===== config.mk =====
export PLATFORM = sky130hd
export DESIGN_NAME = wdt_top
export DESIGN_NICKNAME = d
export VERILOG_FILES = /design/src/rtl/wdt_pkg.sv /design/src/rtl/wdt_regs.sv /design/src/rtl/wdt_prescaler.sv /design/src/rtl/wdt_counter.sv /design/src/rtl/wdt_pulse.sv /design/src/rtl/wdt_top.sv
export SDC_FILE = /design/constraint.sdc
export NUM_CORES = 1
export LEC_CHECK = 0
export ABC_AREA = 0
export BUFFER_PORTS_ARGS = -buffer_cell sky130_fd_sc_hd__buf_4
export CAP_MARGIN = 30
export CORE_MARGIN = 5
export CORE_UTILIZATION = 59
export DETAILED_ROUTE_END_ITERATION = 8
export PLACE_DENSITY_LB_ADDON = 0.25
export SLEW_MARGIN = 20
export SYNTH_ARGS = -nofsm -noshare
export SYNTH_HDL_FRONTEND = slang
export SYNTH_SLANG_ARGS = --single-unit

===== constraint.sdc =====
create_clock -name clk -period 3.5 [get_ports clk]
set_input_delay 0.35 -clock clk [delete_from_list [all_inputs] [get_ports clk]]
set_output_delay 0.35 -clock clk [all_outputs]
set_load 0.01 [all_outputs]

===== src/rtl/wdt_pkg.sv =====
package wdt_pkg;

    localparam int CNT_W_DEF    = 32;
    localparam int SEL_W_DEF    = 3;
    localparam int PULSE_LEN    = 4;

    typedef enum logic [1:0] {
        ADDR_COUNT = 2'd0,
        ADDR_LOAD  = 2'd1,
        ADDR_TRIG  = 2'd2,
        ADDR_CTRL  = 2'd3
    } wdt_addr_e;

    typedef struct packed {
        logic [SEL_W_DEF-1:0] psel;
        logic                 pre_on;
        logic                 run;
    } wdt_ctrl_t;

    localparam int CTRL_W = $bits(wdt_ctrl_t);

endpackage


===== src/rtl/wdt_regs.sv =====
module wdt_regs
    import wdt_pkg::*;
#(
    parameter int CNT_W = CNT_W_DEF
) (
    input  logic             clk,
    input  logic             rst,
    input  logic             bus_valid,
    input  logic             bus_write,
    input  logic [1:0]       bus_addr,
    input  logic [CNT_W-1:0] bus_wdata,
    input  logic [CNT_W-1:0] count_val,
    output logic [CNT_W-1:0] bus_rdata,
    output logic [CNT_W-1:0] load_val,
    output wdt_ctrl_t        ctrl,
    output logic             kick
);
    logic [CNT_W-1:0] trig_q;
    logic             wr_en;

    assign wr_en = bus_valid && bus_write;
    assign kick  = wr_en && (wdt_addr_e'(bus_addr) == ADDR_TRIG) && (bus_wdata != trig_q);

    always_ff @(posedge clk) begin
        if (rst) begin
            trig_q   <= '0;
            load_val <= '0;
            ctrl     <= '0;
        end else if (wr_en) begin
            case (wdt_addr_e'(bus_addr))
                ADDR_LOAD: load_val <= bus_wdata;
                ADDR_TRIG: trig_q   <= bus_wdata;
                ADDR_CTRL: ctrl     <= wdt_ctrl_t'(bus_wdata[CTRL_W-1:0]);
                default:   ;
            endcase
        end
    end

    always_comb begin
        case (wdt_addr_e'(bus_addr))
            ADDR_COUNT: bus_rdata = count_val;
            ADDR_LOAD:  bus_rdata = load_val;
            ADDR_TRIG:  bus_rdata = trig_q;
            default:    bus_rdata = CNT_W'(ctrl);
        endcase
    end

    // an unchanged trigger value never raises a reload
    a_r5_same_no_kick: assert property (@(posedge clk) disable iff (rst)
        (wr_en && wdt_addr_e'(bus_addr) == ADDR_TRIG && bus_wdata == trig_q) |-> !kick);

endmodule


===== src/rtl/wdt_prescaler.sv =====
module wdt_prescaler
    import wdt_pkg::*;
#(
    parameter int SEL_W = SEL_W_DEF
) (
    input  logic             clk,
    input  logic             rst,
    input  logic             run,
    input  logic             pre_on,
    input  logic [SEL_W-1:0] psel,
    input  logic             clear,
    output logic             tick
);
    localparam int DIV_W = (1 << SEL_W) - 1;

    logic [DIV_W-1:0] div_q;
    logic [DIV_W-1:0] limit;

    assign limit = {DIV_W{1'b1}} >> (DIV_W - int'(psel));
    assign tick  = run && (!pre_on || div_q >= limit);

    always_ff @(posedge clk) begin
        if (rst || clear) begin
            div_q <= '0;
        end else if (run && pre_on) begin
            div_q <= tick ? '0 : div_q + 1'b1;
        end
    end

    // no tick while stopped
    a_r8_no_tick_stopped: assert property (@(posedge clk) disable iff (rst)
        !run |-> !tick);
    // divider holds while stopped
    a_r8_div_hold: assert property (@(posedge clk) disable iff (rst)
        (!run && !clear) |=> $stable(div_q));

endmodule


===== src/rtl/wdt_counter.sv =====
module wdt_counter
    import wdt_pkg::*;
#(
    parameter int CNT_W = CNT_W_DEF
) (
    input  logic             clk,
    input  logic             rst,
    input  logic             tick,
    input  logic             kick,
    input  logic [CNT_W-1:0] load_val,
    output logic [CNT_W-1:0] count,
    output logic             ovf
);
    assign ovf = tick && !kick && (count == {CNT_W{1'b1}});

    always_ff @(posedge clk) begin
        if (rst) begin
            count <= '0;
        end else if (kick || ovf) begin
            count <= load_val;
        end else if (tick) begin
            count <= count + 1'b1;
        end
    end

    // a plain tick advances by exactly one
    a_r1_step: assert property (@(posedge clk) disable iff (rst)
        (tick && !kick && count != {CNT_W{1'b1}}) |=> count == $past(count) + 1'b1);
    // a kick loads the load value
    a_r6_kick_loads: assert property (@(posedge clk) disable iff (rst)
        kick |=> count == $past(load_val));
    // overflow reloads from the load value
    a_r7_ovf_loads: assert property (@(posedge clk) disable iff (rst)
        ovf |=> count == $past(load_val));
    // no tick, no kick means the count holds
    a_r8_hold: assert property (@(posedge clk) disable iff (rst)
        (!tick && !kick) |=> $stable(count));

endmodule


===== src/rtl/wdt_pulse.sv =====
module wdt_pulse #(
    parameter int LEN = 4
) (
    input  logic clk,
    input  logic rst,
    input  logic fire,
    output logic pulse
);
    localparam int PW = $clog2(LEN + 1);

    logic [PW-1:0] left_q;

    always_ff @(posedge clk) begin
        if (rst) begin
            left_q <= '0;
        end else if (fire) begin
            left_q <= PW'(LEN);
        end else if (left_q != '0) begin
            left_q <= left_q - 1'b1;
        end
    end

    assign pulse = (left_q != '0);

    // the output follows every overflow on the next cycle
    a_r7_pulse_starts: assert property (@(posedge clk) disable iff (rst)
        fire |=> pulse);
    // the output only rises after an overflow
    a_r7_pulse_cause: assert property (@(posedge clk) disable iff (rst)
        $rose(pulse) |-> $past(fire));

endmodule


===== src/rtl/wdt_top.sv =====
module wdt_top
    import wdt_pkg::*;
#(
    parameter int CNT_W = CNT_W_DEF,
    parameter int SEL_W = SEL_W_DEF,
    parameter int PLEN  = PULSE_LEN
) (
    input  logic             clk,
    input  logic             rst,
    input  logic             bus_valid,
    input  logic             bus_write,
    input  logic [1:0]       bus_addr,
    input  logic [CNT_W-1:0] bus_wdata,
    output logic [CNT_W-1:0] bus_rdata,
    output logic             wdt_rst_out
);
    wdt_ctrl_t        ctrl;
    logic [CNT_W-1:0] load_val;
    logic [CNT_W-1:0] count;
    logic             kick;
    logic             tick;
    logic             ovf;

    wdt_regs #(.CNT_W(CNT_W)) u_regs (
        .clk(clk), .rst(rst),
        .bus_valid(bus_valid), .bus_write(bus_write),
        .bus_addr(bus_addr), .bus_wdata(bus_wdata),
        .count_val(count), .bus_rdata(bus_rdata),
        .load_val(load_val), .ctrl(ctrl), .kick(kick)
    );

    wdt_prescaler #(.SEL_W(SEL_W)) u_pre (
        .clk(clk), .rst(rst),
        .run(ctrl.run), .pre_on(ctrl.pre_on), .psel(ctrl.psel),
        .clear(kick), .tick(tick)
    );

    wdt_counter #(.CNT_W(CNT_W)) u_cnt (
        .clk(clk), .rst(rst),
        .tick(tick), .kick(kick), .load_val(load_val),
        .count(count), .ovf(ovf)
    );

    wdt_pulse #(.LEN(PLEN)) u_pulse (
        .clk(clk), .rst(rst), .fire(ovf), .pulse(wdt_rst_out)
    );

    // a reload in the same cycle suppresses the overflow
    a_r9_kick_wins: assert property (@(posedge clk) disable iff (rst)
        kick |-> !ovf);
    // a stopped watchdog never starts a pulse
    a_r8_no_ovf_stopped: assert property (@(posedge clk) disable iff (rst)
        !ctrl.run |-> !ovf);

endmodule


======== Word-level counts from Yosys, hierarchy flattened ========
Index checks and enable logic that the tools add are counted.
Widths: inputs -> output; s select.
operators by class
  add/sub/neg operators ................... 4
  multipliers ............................. 0
  divide/modulo/power cells ............... 0
  $lt $le $gt $ge ......................... 1
  equality and inequality tests ........... 5
  shifts and indexed selects .............. 1
  muxes and demuxes ....................... 6
  bitwise logic cells ..................... 0
  reductions and logical operators ........ 20
operators by type and width
  operator               count
  $pmux 32 s3            1
  $mux 32                2
  $add 32x1->32 const B  1
  $eq 32x32->1 const B   1
  $ne 32x32->1           1
  $shr 7x32->7 const A   1
  $add 7x1->7 const B    1
  $ge 7x7->1             1
  $logic_and 1x1->1      7
  $mux 7                 1
  $mux 3                 2
  $reduce_and 2->1       3
  $eq 2x2->1 const B     2
  $reduce_bool 2->1      2
  $sub 3x3->4 const A    1
  $logic_or 1x1->1       3
  $reduce_bool 3->1      1
  $sub 3x1->3 const B    1
  $eq 2x1->1 const B     1
  $logic_not 1->1        2
  $logic_not 2->1        1
  $reduce_or 2->1        1
storage, ports and cells
  flip-flop bits (word level) ............. 111
  latch bits .............................. 0
  bits in writable memories ............... 0
  memory bits (read-only) ................. 0
  input port bits ......................... 38
  word-level logic and storage cells ...... 46
  memories kept ........................... 0

======== Logic depth before layout (Yosys ltp) ========
  depth in word-level cells ............... 9
  gate-level depth with buffers ........... 13

======== Hierarchy ========
A second synthesis with hierarchy kept.
unflattened totals
  cells, all modules ...................... 735
  area total of the unflattened synthesis .. 6,277.3 um^2
modules (own cells, without submodules)
  module         times used  cells an instance  area an instance (um^2)  sequential area each (um^2)
  wdt_regs       1           440                3,490.8                  1,381.3
  wdt_counter    1           219                2,024.4                  640.6
  wdt_prescaler  1           58                 591.8                    140.1
  wdt_pulse      1           18                 170.2                    60.1

======== Least setup slack after synthesis ========
Ideal clock, no wire load.
  path kind ............................... reg2reg
  from .................................... register u_regs.ctrl[4] (netlist name)
  to ...................................... register u_cnt.count[18]
  setup time .............................. 80 ps
  arrival time ............................ 2,438 ps
  data required time ...................... 3,420 ps
  setup slack ............................. 982 ps
  cell stages (with the launch flop) ...... 12
  buffers on the path ..................... 2
  cells stage by stage .................... dfxtp_1 clkbuf_1 or3_1 ha_1 nand2b_1 a211o_1 a21oi_1 nand2b_1 clkbuf_1 nor3_1 xnor2_1 a211oi_2
on the way
  word-level cells in the longest chain between the ends .. 9
RTL lines
  element                                              line                 RTL
  $sub 3x3->4 *                                        wdt_prescaler.sv:19  assign limit = {DIV_W{1'b1}} >> (DIV_W - int'(psel));
  $shr 7x32->7 *                                       wdt_prescaler.sv:19
  $ge 7x7->1 *                                         wdt_prescaler.sv:20  assign tick = run && (!pre_on || div_q >= limit);
  $logic_or 1x1->1 *                                   wdt_prescaler.sv:20
  $logic_and 1x1->1 *                                  wdt_prescaler.sv:20
  $logic_and 1x1->1 (2 in series)                      wdt_counter.sv:14    assign ovf = tick && !kick && (count == {CNT_W{1'b1}});
  $logic_or 1x1->1                                     wdt_counter.sv:19    end else if (kick || ovf) begin
  $mux 32 / $reduce_bool 2->1 (equally long branches)  n/a
  end signal, assigned                                 wdt_counter.sv:20    count <= load_val;
  end signal, assigned                                 wdt_counter.sv:22    count <= count + 1'b1;
  end, declared                                        wdt_counter.sv:11    output logic [CNT_W-1:0] count,
Every way passes the cells marked *; elsewhere a longest branch is shown, timed or not.
A chain may end at the register's enable or synchronous reset.

======== Final worst setup path ========
  from .................................... register u_regs.ctrl[3] (netlist name)
  to ...................................... register u_cnt.count[19]
on the way
  word-level cells in the longest chain between the ends .. 9
RTL lines
  element                                              line
  $sub 3x3->4 *                                        wdt_prescaler.sv:19
  $shr 7x32->7 *                                       wdt_prescaler.sv:19
  $ge 7x7->1 *                                         wdt_prescaler.sv:20
  $logic_or 1x1->1 *                                   wdt_prescaler.sv:20
  $logic_and 1x1->1 *                                  wdt_prescaler.sv:20
  $logic_and 1x1->1 (2 in series)                      wdt_counter.sv:14
  $logic_or 1x1->1                                     wdt_counter.sv:19
  $mux 32 / $reduce_bool 2->1 (equally long branches)  n/a
Marked as above.

==> flow_summary.yaml <==
clock_tree:
  cts-resized-gates: 0
  cts_tree: "done"
  htree_levels: 3
  cts_setup_buffers: 0
  clk_latency_ns: 0.39
  cts_buffer_depth: 2
  cts_root_buffer: "clkbuf_8"
  cts_buffers: 9
  clk_pin_slew_worst_paths_ns: 0.10
  holdBufCountCts: 0
  cts.sinks: 111
outcome:
  status: "finished clean"
route:
  wl_met1_um: 7469
  met3WireLength_um: 1496
  top_layer: "met4"
  drt_first_pass_iters: 5
  routed_via_density: 6.002
  antenna_left: 0
  routed_wl_um: 16940
  drt-initial-drc-count: 574
  wl_met2_um: 7586
  vias: 5636
  drc: 0
  wl_per_cell_um: 18.04
synthesis:
  ys_warn_count: 0
  syn_nets: 805
  ys_types: 51
  ys_ff_latch: 111
  ys.flop_type: "dfxtp_1"
  synth-edff-count: 0
  synth-seq-area-share_pct: 36.82
  ys_async_sr_fraction_pct: 0
  synth_area_sq_um: 6036
  synth_cells: 755
  avgSynthCellArea_sq_um: 7.994
sta:
  final-max-slew-violation-count: 0
  whs_ns: 0.2152
  max_freq_mhz: 341.8
  fin_tns_setup_ns: 0
  fin_skew_ns: 0.01167
  finalHoldViolations: 0
  fin_crit_sh_pct: 83.58
  rsz0062_at_grt: "false"
  worst_slew_pin_slew_ns: 0.8110
  max_slew_margin_pct: 45.93
  min_period_ns: 2.925
  setup_viol: 0
power_and_ir_drop:
  power_per_cell_area_nw_per_um2: 360.8
  p_leak_nw: 2.588
  vdd_ir_drop_max_uv: 348.0
global_route:
  overflow: 0
  antenna_found_initial: 0
  grt_first_pass_wirelength_um: 27280
  grtUsageTotal_pct: 27.25
  grt_pass1_vias: 5212
  grt_max_degree: 68
place:
  dp_hpwl_um: 12210
  io_buffers: 70
  gp_congestion: 0.9273
  dpl_cell_area_sq_um: 6611
setup_path:
  crit_chain: "or3_1 -> ha_1 -> nand2b_1 -> a211o_1 -> a21oi_1 -> nand2b_1 -> buf_4 -> nor4_1 -> xnor2_1 -> a211oi_2"
  critical_path_class: "flip-flop to flip-flop"
  max_stage_delay_ns: 0.49
  slowest_stage: "nand2b_1"
  crit_path_start_kind: "flip-flop"
  rrSetupSlack_ns: 0.57
  arrival_ns: 3.24
  cp_common_cell: "nand2b_1"
  required_ns: 3.81
  worstSetupEndpointType: "flip-flop"
  cp_max_fo: 14
finish:
  utilization_pct: 67.04
  drive_above_1_share_pct: 16.31
  nets: 849
  area_growth_pct: 12.60
  finalInstanceArea_sq_um: 6797
  fillers: 876
  num_antenna_cells: 0
floorplan:
  ios: 71
  die_area_sq_um: 12350
  start_util_pct: 59.53
  fp.dieW_um: 111.1
  rows: 37
  die_height_um: 111.1
  core_sq_um: 10140
min_path:
  hp-class: "input pin to flip-flop"
run:
  maxCapViolations: 0
-- metrics by stage --
| step | std cells | power [mW] | setup WS, ns |
|---|---|---|---|
| final | 939 | 2.452 | 0.5747 |
| after global routing | 939 | 2.551 | 0.3844 |
| after CTS | 939 | 2.465 | 0.5908 |
| after detailed placement | 924 | 1.702 | 0.6173 |
| after global placement | 924 | 1.683 | 0.7056 |
| after floorplan | 755 | 1.562 | 0.9821 |
-- routing by layer --
layer / global-route usage (%) / up-vias
li1: - / 2675
met1: 39.04 / 2660
met2: 41.10 / 271
met3: 6.223 / 30
met4: 7.867 / 0
met5: 0 / -
-- cell usage in the layout (no fill, tap or decap), drive strengths merged, types with 3 or more instances in the layout --
master  count
o21ai      31
clkbuf     10
nor4       12
nand2     179
mux2i      33
and4        6
mux4        5
and3        8
nor3       15
nand3      17
nand4      11
nand2b      5
dfxtp     111
nor2       53
xor2       40
o32ai       5
xnor2      23
inv        19
o22ai       3
a21oi      76
ha         12
nor2b       3
a211oi     25
buf        80
-- cells by family after synthesis --
| family | synth area share, % |
|---|---|
| flops | 36.82 |
| simple gates | 23.34 |
| xor+xnor | 9.142 |
| buf+inv | 4.705 |
| fa+ha+maj | 2.487 |
| compound gates | 16.17 |
| mux | 7.338 |
-- critical path, delay by kind of cell (launching register included) --
family / cells / cell delay (ns)
buf+inv: 1 / 0.28
simple gates: 4 / 1.07
xor+xnor: 1 / 0.14
fa+ha+maj: 1 / 0.27
compound gates: 3 / 0.71
flops: 1 / 0.38
-- layout make-up --
class | count | area [sq um] | area share, %
flip-flops and latches | 111 | 2222 | 32.70
clock inverters | 5 | 57.56 | 0.8468
multi-input cells | 580 | 3542 | 52.12
repair buffers | 80 | 613.1 | 9.021
inverters | 17 | 63.81 | 0.9389
clock buffers | 10 | 127.6 | 1.878
well taps | 136 | 170.2 | 2.504
-- flip-flops by register name (all words and copies together), names as in the netlist --
name,flops
u_pre.div_q,7
u_pulse.left_q,3
u_regs.load_val,32
u_regs.trig_q,32
u_cnt.count,32
u_regs.ctrl,5
-- path summary, 6_finish.rpt --
check	cells after the start	from	end
min	3	bus_wdata[5]	u_regs.trig_q[5]$_SDFFE_PP0P_
min reg2reg	2	u_regs.load_val[24]$_SDFFE_PP0P_	u_regs.load_val[24]$_SDFFE_PP0P_
max reg2reg	10	u_regs.ctrl[3]$_SDFFE_PP0P_	u_cnt.count[19]$_SDFFE_PP0P_
max	10	u_regs.ctrl[3]$_SDFFE_PP0P_	u_cnt.count[19]$_SDFFE_PP0P_
-- where the power goes --
part           switching [mW]  leakage, nW  total, mW  internal [mW]
Sequential             0.0386        0.899       1.34           1.30
Clock                   0.446       0.0969      0.777          0.331
Combinational           0.196         1.59      0.337          0.141
-- synth_stat cells, types with 2 or more instances --
master      n  area share (%)
nand2b_1    5            0.52
nor3_1     15             1.2
or3_1       2            0.21
a21o_1      2            0.25
a21oi_1    76             6.3
nand4_1     9            0.93
nor4_1     12             1.2
buf_4       2            0.25
a211oi_1    6            0.75
and4_1      5            0.73
o22ai_1     3            0.31
nand3_1    17             1.4
xnor2_1    23             3.3
mux4_2      5             1.9
buf_6       4            0.75
buf_2       5            0.41
o21ai_0    30             2.5
xor2_1     40             5.8
clkbuf_1   35             2.2
ha_1       12             2.5
mux2i_1    33             5.5
dfxtp_1   111              37
nand2_1   179              11
nor2b_1     3            0.31
a211oi_2   19             3.9
o32ai_1     5            0.73
and3_1      7            0.73
nor2_1     51             3.2
inv_1      17             1.1
Power figures use the tool's default switching activity.
